--- src/rtl/audio_clkgen_pkg.sv ---
package audio_clkgen_pkg;

  localparam int unsigned LG_W  = 4;
  localparam int unsigned OSR_W = 8;

  typedef enum logic [1:0] {
    RATE_NORM = 2'b00,
    RATE_DBL  = 2'b01,
    RATE_QUAD = 2'b10
  } rate_e;

  typedef struct packed {
    logic [LG_W-1:0]  frame_lg;
    logic [LG_W-1:0]  bclk_lg;
    logic [LG_W-1:0]  mod_lg;
    logic [OSR_W-1:0] osr;
  } div_cfg_t;

  function automatic rate_e decode_rate(input logic [1:0] sel);
    case (sel)
      2'b01:   return RATE_DBL;
      2'b10:   return RATE_QUAD;
      default: return RATE_NORM;
    endcase
  endfunction

  function automatic div_cfg_t rate_cfg(input rate_e r, input logic [LG_W-1:0] base_lg);
    div_cfg_t c;
    case (r)
      RATE_QUAD: begin c.frame_lg = base_lg - 1'b1; c.bclk_lg = 4'd1; c.mod_lg = 4'd2; c.osr = 8'd32;  end
      RATE_DBL:  begin c.frame_lg = base_lg;        c.bclk_lg = 4'd2; c.mod_lg = 4'd2; c.osr = 8'd64;  end
      default:   begin c.frame_lg = base_lg;        c.bclk_lg = 4'd2; c.mod_lg = 4'd1; c.osr = 8'd128; end
    endcase
    return c;
  endfunction

endpackage

--- src/rtl/audio_div_counter.sv ---
module audio_div_counter #(
  parameter int unsigned CNT_W = 8
) (
  input  logic             clk_i,
  input  logic             rst_ni,
  input  logic             run_i,
  input  logic             restart_i,
  input  logic [CNT_W-1:0] last_i,
  output logic [CNT_W-1:0] cnt_o
);

  always_ff @(posedge clk_i or negedge rst_ni) begin
    if (!rst_ni)                cnt_o <= '0;
    else if (restart_i || !run_i) cnt_o <= '0;
    else if (cnt_o == last_i)   cnt_o <= '0;
    else                        cnt_o <= cnt_o + 1'b1;
  end

endmodule

--- src/rtl/audio_clk_taps.sv ---
module audio_clk_taps
  import audio_clkgen_pkg::*;
#(
  parameter int unsigned CNT_W = 8
) (
  input  logic             en_i,
  input  logic [CNT_W-1:0] cnt_i,
  input  div_cfg_t         cfg_i,
  output logic             bclk_o,
  output logic             lrclk_o,
  output logic             mod_en_o
);

  logic [CNT_W-1:0] lr_sh, bc_sh, mod_mask;

  // half-period bit of each divider sits at log2(div)-1
  assign lr_sh    = cnt_i >> (cfg_i.frame_lg - 1'b1);
  assign bc_sh    = cnt_i >> (cfg_i.bclk_lg - 1'b1);
  assign mod_mask = (CNT_W'(1) << cfg_i.mod_lg) - 1'b1;

  assign lrclk_o  = en_i & lr_sh[0];
  assign bclk_o   = en_i & bc_sh[0];
  assign mod_en_o = en_i & ((cnt_i & mod_mask) == mod_mask);

endmodule

--- src/rtl/audio_clkgen.sv ---
module audio_clkgen
  import audio_clkgen_pkg::*;
#(
  parameter int unsigned FRAME_LG = 8
) (
  input  logic             mclk_i,
  input  logic             rst_ni,
  input  logic             master_i,
  input  logic [1:0]       rate_sel_i,
  output logic             bclk_o,
  output logic             lrclk_o,
  output logic             mod_en_o,
  output logic [OSR_W-1:0] osr_o
);

  localparam int unsigned CNT_W = FRAME_LG;

  rate_e            rate_d, rate_q;
  logic             master_q;
  logic             restart;
  div_cfg_t         cfg_q;
  logic [CNT_W-1:0] cnt, cnt_last;

  assign rate_d  = decode_rate(rate_sel_i);
  assign restart = (master_i != master_q) || (rate_d != rate_q);

  always_ff @(posedge mclk_i or negedge rst_ni) begin
    if (!rst_ni) begin
      master_q <= 1'b0;
      rate_q   <= RATE_NORM;
    end else begin
      master_q <= master_i;
      rate_q   <= rate_d;
    end
  end

  assign cfg_q    = rate_cfg(rate_q, LG_W'(FRAME_LG));
  assign cnt_last = (CNT_W'(1) << cfg_q.frame_lg) - 1'b1;
  assign osr_o    = cfg_q.osr;

  audio_div_counter #(.CNT_W(CNT_W)) div_i (
    .clk_i    (mclk_i),
    .rst_ni   (rst_ni),
    .run_i    (master_q),
    .restart_i(restart),
    .last_i   (cnt_last),
    .cnt_o    (cnt)
  );

  audio_clk_taps #(.CNT_W(CNT_W)) taps_i (
    .en_i    (master_q),
    .cnt_i   (cnt),
    .cfg_i   (cfg_q),
    .bclk_o  (bclk_o),
    .lrclk_o (lrclk_o),
    .mod_en_o(mod_en_o)
  );

endmodule

--- config.mk ---
export PLATFORM = sky130hd
export DESIGN_NAME = audio_clkgen
export DESIGN_NICKNAME = d
export VERILOG_FILES = /design/src/rtl/audio_clkgen_pkg.sv /design/src/rtl/audio_div_counter.sv /design/src/rtl/audio_clk_taps.sv /design/src/rtl/audio_clkgen.sv
export SDC_FILE = /design/constraint.sdc
export NUM_CORES = 1
export LEC_CHECK = 0
export BUFFER_PORTS_ARGS = -buffer_cell sky130_fd_sc_hd__buf_2
export CAP_MARGIN = 20
export CORE_ASPECT_RATIO = 1.2
export CORE_MARGIN = 2
export CORE_UTILIZATION = 61
export DETAILED_ROUTE_END_ITERATION = 8
export PLACE_DENSITY = 0.84
export SLEW_MARGIN = 20
export SYNTH_ARGS = -nofsm -noshare
export SYNTH_HDL_FRONTEND = slang
export SYNTH_HIERARCHICAL = 1
export SYNTH_SLANG_ARGS = --single-unit
--- constraint.sdc ---
create_clock -name mclk_i -period 4.5 [get_ports mclk_i]
set_clock_uncertainty 0.05 [all_clocks]
set_input_delay 1.35 -clock mclk_i [delete_from_list [all_inputs] [get_ports mclk_i]]
set_output_delay 1.35 -clock mclk_i [all_outputs]
set_load 0.005 [all_outputs]
==> out/results.tsv <==
stage	metric	value	unit
layout	finalNetCount	155	
placement	post-place-ws	0.7476	ns
yosys	post_synth_num_cell_types	38	
global_route	globalRouteMet2Util	43.28	%
sta	tcrit_tclk_final	89.93	%
yosys	yosys_warnings	6	
clock_network	cts_hold_buffers	0	
power	power	225.6	uW
power	power_density	181.6	mW/mm^2
layout	final_cell_mix	sky130_fd_sc_hd__conb_1, sky130_fd_sc_hd__inv_1, sky130_fd_sc_hd__xor2_1, sky130_fd_sc_hd__dfrtp_1, sky130_fd_sc_hd__buf_2	
global_route	met3_usage	1.413	%
yosys	netlist.area_leader.share	24.15	%
detailed_routing	routed_via_density	5.621	
detailed_routing	drt-wirelength-per-cell	13.95	um
power	internal-power	159.0	uW
layout	antenna-diode-count	0	
setup_path	worstSetupPathType	reg -> out	
clock_network	tritoncts_clock_tree	yes	
detailed_routing	drt_wl_total	2246	um
placement	numPortBuffers	10	
sta	hold_slack	0.5896	ns
global_route	grt_pass1_vias	898	
clock_network	cts_inserted_buffers	3	
sta	max_slew.worst_pin.slew	0.5544	ns
flow_run	cap_viol_max_count	0	
layout	n_fill_cell	150	
floorplan	num_io_pins	16	
sta	final_max_slew_viol_count	0	
layout	final_cell_area	0.001242	sq mm
clock_network	clk_transition_reported_paths	0.06	ns
clock_network	cts_repair_resize_count	0	
sta	rsz0062_at_grt	no	
detailed_routing	drt_iter0_markers	15	
sta	timing.final.ws_setup	0.4532	ns
sta	report.final.hold_viol_count	0	
layout	layout_commonest_cell	sky130_fd_sc_hd__conb_1	
clock_network	cts-root-to-sink-buffers	2	
floorplan	core_region_area	0.001808	sq mm
yosys	netlist.top_cell.by_area	sky130_fd_sc_hd__dfrtp_1	
detailed_routing	drcViolationCount	0	
power	net-switching-power	66.62	uW
clock_network	clockRootBuffer	sky130_fd_sc_hd__clkbuf_4	
placement	postPlaceCellArea	0.001216	sq mm
power	comb_power_share	24.9	%
clock_network	clk-insertion-delay-late	0.26	ns
setup_path	cp.required	3.10	ns
clock_network	cts_setup_buffers	0	
detailed_routing	final_antenna_net_count	0	
floorplan	floorplan.initialDensity	63.04	%
layout	layout-area-overhead-vs-synth	9.001	%
power	power.share.switching	29.53	%
yosys	synthesis.area_per_instance	9.579	sq um
global_route	grt_residual_overflow	0	
yosys	yosys-top-cells-area	sky130_fd_sc_hd__dfrtp_1, sky130_fd_sc_hd__xor2_1, sky130_fd_sc_hd__mux4_2	
layout	final-seq-area	275.3	sq um
global_route	grt_max_degree	15	
yosys	synth.cell_area	0.001140	sq mm
power	pwr-share-clk	28.9	%
yosys	seq_area_frac_synth	24.15	%
outcome	status	finished, final reports clean	
floorplan	std_cell_rows	17	
layout	multiInputGateArea	822.0	sq um
placement	globalplace.congestion	0.8532	
min_path	worstHoldPathType	reg -> reg	
clock_network	clock_sinks	11	
global_route	first_pass_grt_wire_length	3884	um
setup_path	critical_path.startpoint_type	flip-flop	
global_route	global_route.peak_usage_layer	met2	
global_route	grt_util_overall	23.51	%
detailed_routing	routed-via-count	905	
placement	post-dp-hpwl	1754	um
layout	final_layout_size_suffix_gt1_share	17.61	%
floorplan	dieHeight	51.35	um
global_route	met1_track_demand_over_resource_in_global_routing	27.09	%
setup_path	crit_path_max_fanout	9	
floorplan	die_area	0.002232	sq mm
sta	max-slew-margin-rel	63.04	%
power	pwr-share-seq	46.2	%
power	vdd_drop_max	0.0001709	V
setup_path	worstSetupEndpointType	primary output	
sta	achievable-frequency	247.1	MHz
clock_network	cts_max_level	1	
global_route	antenna_found_initial	0	
yosys	synth.ff_latch_count	11	
power	p_leak	0.0005356	uW
sta	timing.setup.tns	0	ns
sta	setup_violations	0	
detailed_routing	drt_pre_antenna_iters	4	
floorplan	die-width	43.46	um
sta	final_period_minus_worst_setup_slack	4.047	ns
setup_path	worst_ep_arrival_time	2.65	ns
yosys	postSynthCellCount	119	
worst paths after layout:
path                                 from              to  slack [ns]  cells past startpoint
max                             rate_q[0]        mod_en_o        0.45                     10
min                        div_i/cnt_o[0]  div_i/cnt_o[0]        0.59                      1
max reg2reg                     rate_q[0]  div_i/cnt_o[7]        1.98                      6
min reg2reg                div_i/cnt_o[0]  div_i/cnt_o[0]        0.59                      1
max in group asynchronous          rst_ni       rate_q[0]        3.31                      1
min in group asynchronous          rst_ni  div_i/cnt_o[3]        0.89                      1
area by class of cell:
type                            count  area share (%)
Inverter                           12           3.625
Multi-Input combinational cell    105           66.16
Timing Repair Buffer               10           4.028
Sequential cell                    11           22.16
Tap cell                           19           1.913
Clock buffer                        4           2.115
kinds of logic after synthesis:
| group | count (synthesis) | synth area share, % |
|---|---|---|
| AO/OA/AOI/OAI | 20 | 13.06 |
| XOR/XNOR | 18 | 13.83 |
| other | 1 | 0.3290 |
| flip-flops | 11 | 24.15 |
| AND/OR/NAND/NOR | 34 | 21.30 |
| multiplexers | 6 | 9.660 |
| adder cells (fa/ha/maj) | 7 | 7.684 |
| buffers and inverters | 22 | 9.988 |
synth_stat cells:
master and instances:
sky130_fd_sc_hd__nor4_4 2, sky130_fd_sc_hd__o21ai_0 5, sky130_fd_sc_hd__o211ai_1 1, sky130_fd_sc_hd__a221oi_1 3, sky130_fd_sc_hd__conb_1 1, sky130_fd_sc_hd__and4_1 1
sky130_fd_sc_hd__nand2b_1 4, sky130_fd_sc_hd__buf_1 1, sky130_fd_sc_hd__nor2b_1 1, sky130_fd_sc_hd__o221ai_1 1, sky130_fd_sc_hd__o31a_2 1, sky130_fd_sc_hd__o31ai_2 1
sky130_fd_sc_hd__buf_4 8, sky130_fd_sc_hd__a21oi_1 1, sky130_fd_sc_hd__nand4_1 1, sky130_fd_sc_hd__dfrtp_1 11, sky130_fd_sc_hd__nor2_1 2, sky130_fd_sc_hd__and2b_2 1
sky130_fd_sc_hd__xor2_1 11, sky130_fd_sc_hd__or3_1 3, sky130_fd_sc_hd__nand3_2 1, sky130_fd_sc_hd__nor4b_2 1, sky130_fd_sc_hd__nor4b_1 1, sky130_fd_sc_hd__and3_1 2
sky130_fd_sc_hd__xnor2_1 7, sky130_fd_sc_hd__mux4_2 4, sky130_fd_sc_hd__inv_1 12, sky130_fd_sc_hd__o32a_1 1, sky130_fd_sc_hd__nand3_1 2, sky130_fd_sc_hd__nor4_1 1
sky130_fd_sc_hd__nand2_1 6, sky130_fd_sc_hd__clkbuf_2 1, sky130_fd_sc_hd__nor2b_4 1, sky130_fd_sc_hd__nor3_1 4, sky130_fd_sc_hd__mux2i_1 2, sky130_fd_sc_hd__a211oi_1 5
sky130_fd_sc_hd__ha_1 7, sky130_fd_sc_hd__a31oi_1 1
state kept, by name, summed over array words and instances, names as in the netlist:
signal       flops
rate_q           2
master_q         1
div_i/cnt_o      8
power by group through the flow:
stage / Combinational (uW) / Clock [uW] / Sequential, uW
after floorplan: 48.5 / 0 / 105
after global placement: 52.3 / 0 / 106
after detailed placement: 55.8 / 0 / 106
after CTS: 56.0 / 67.7 / 104
after global routing: 63.1 / 70.5 / 105
final: 56.2 / 65.1 / 104
through the flow:
| step | utilization, % | std cells |
|---|---|---|
| detailed placement | 67.27 | 157 |
| global placement | 67.27 | 157 |
| floorplan | - | 138 |
| CTS | 68.72 | 161 |
| finish | 68.72 | 161 |
| global route | 68.72 | 161 |
metal layers:
layer | share of wire [%] | wire, um
met5 | 0 | 0
met4 | 1.8 | 41
met3 | 2.3 | 52
met2 | 55 | 1245
met1 | 40 | 907
critical path, cell delays in order (launching register included):
cell                       delay [ns]
sky130_fd_sc_hd__dfrtp_1         0.38
sky130_fd_sc_hd__inv_1           0.09
sky130_fd_sc_hd__ha_1            0.47
sky130_fd_sc_hd__inv_1           0.17
sky130_fd_sc_hd__nor3_1          0.26
sky130_fd_sc_hd__nand2b_1        0.12
sky130_fd_sc_hd__ha_1            0.27
sky130_fd_sc_hd__xnor2_1         0.14
sky130_fd_sc_hd__o32a_1          0.17
sky130_fd_sc_hd__and4_1          0.19
sky130_fd_sc_hd__buf_2           0.12
(Power assumes the default switching activity.)
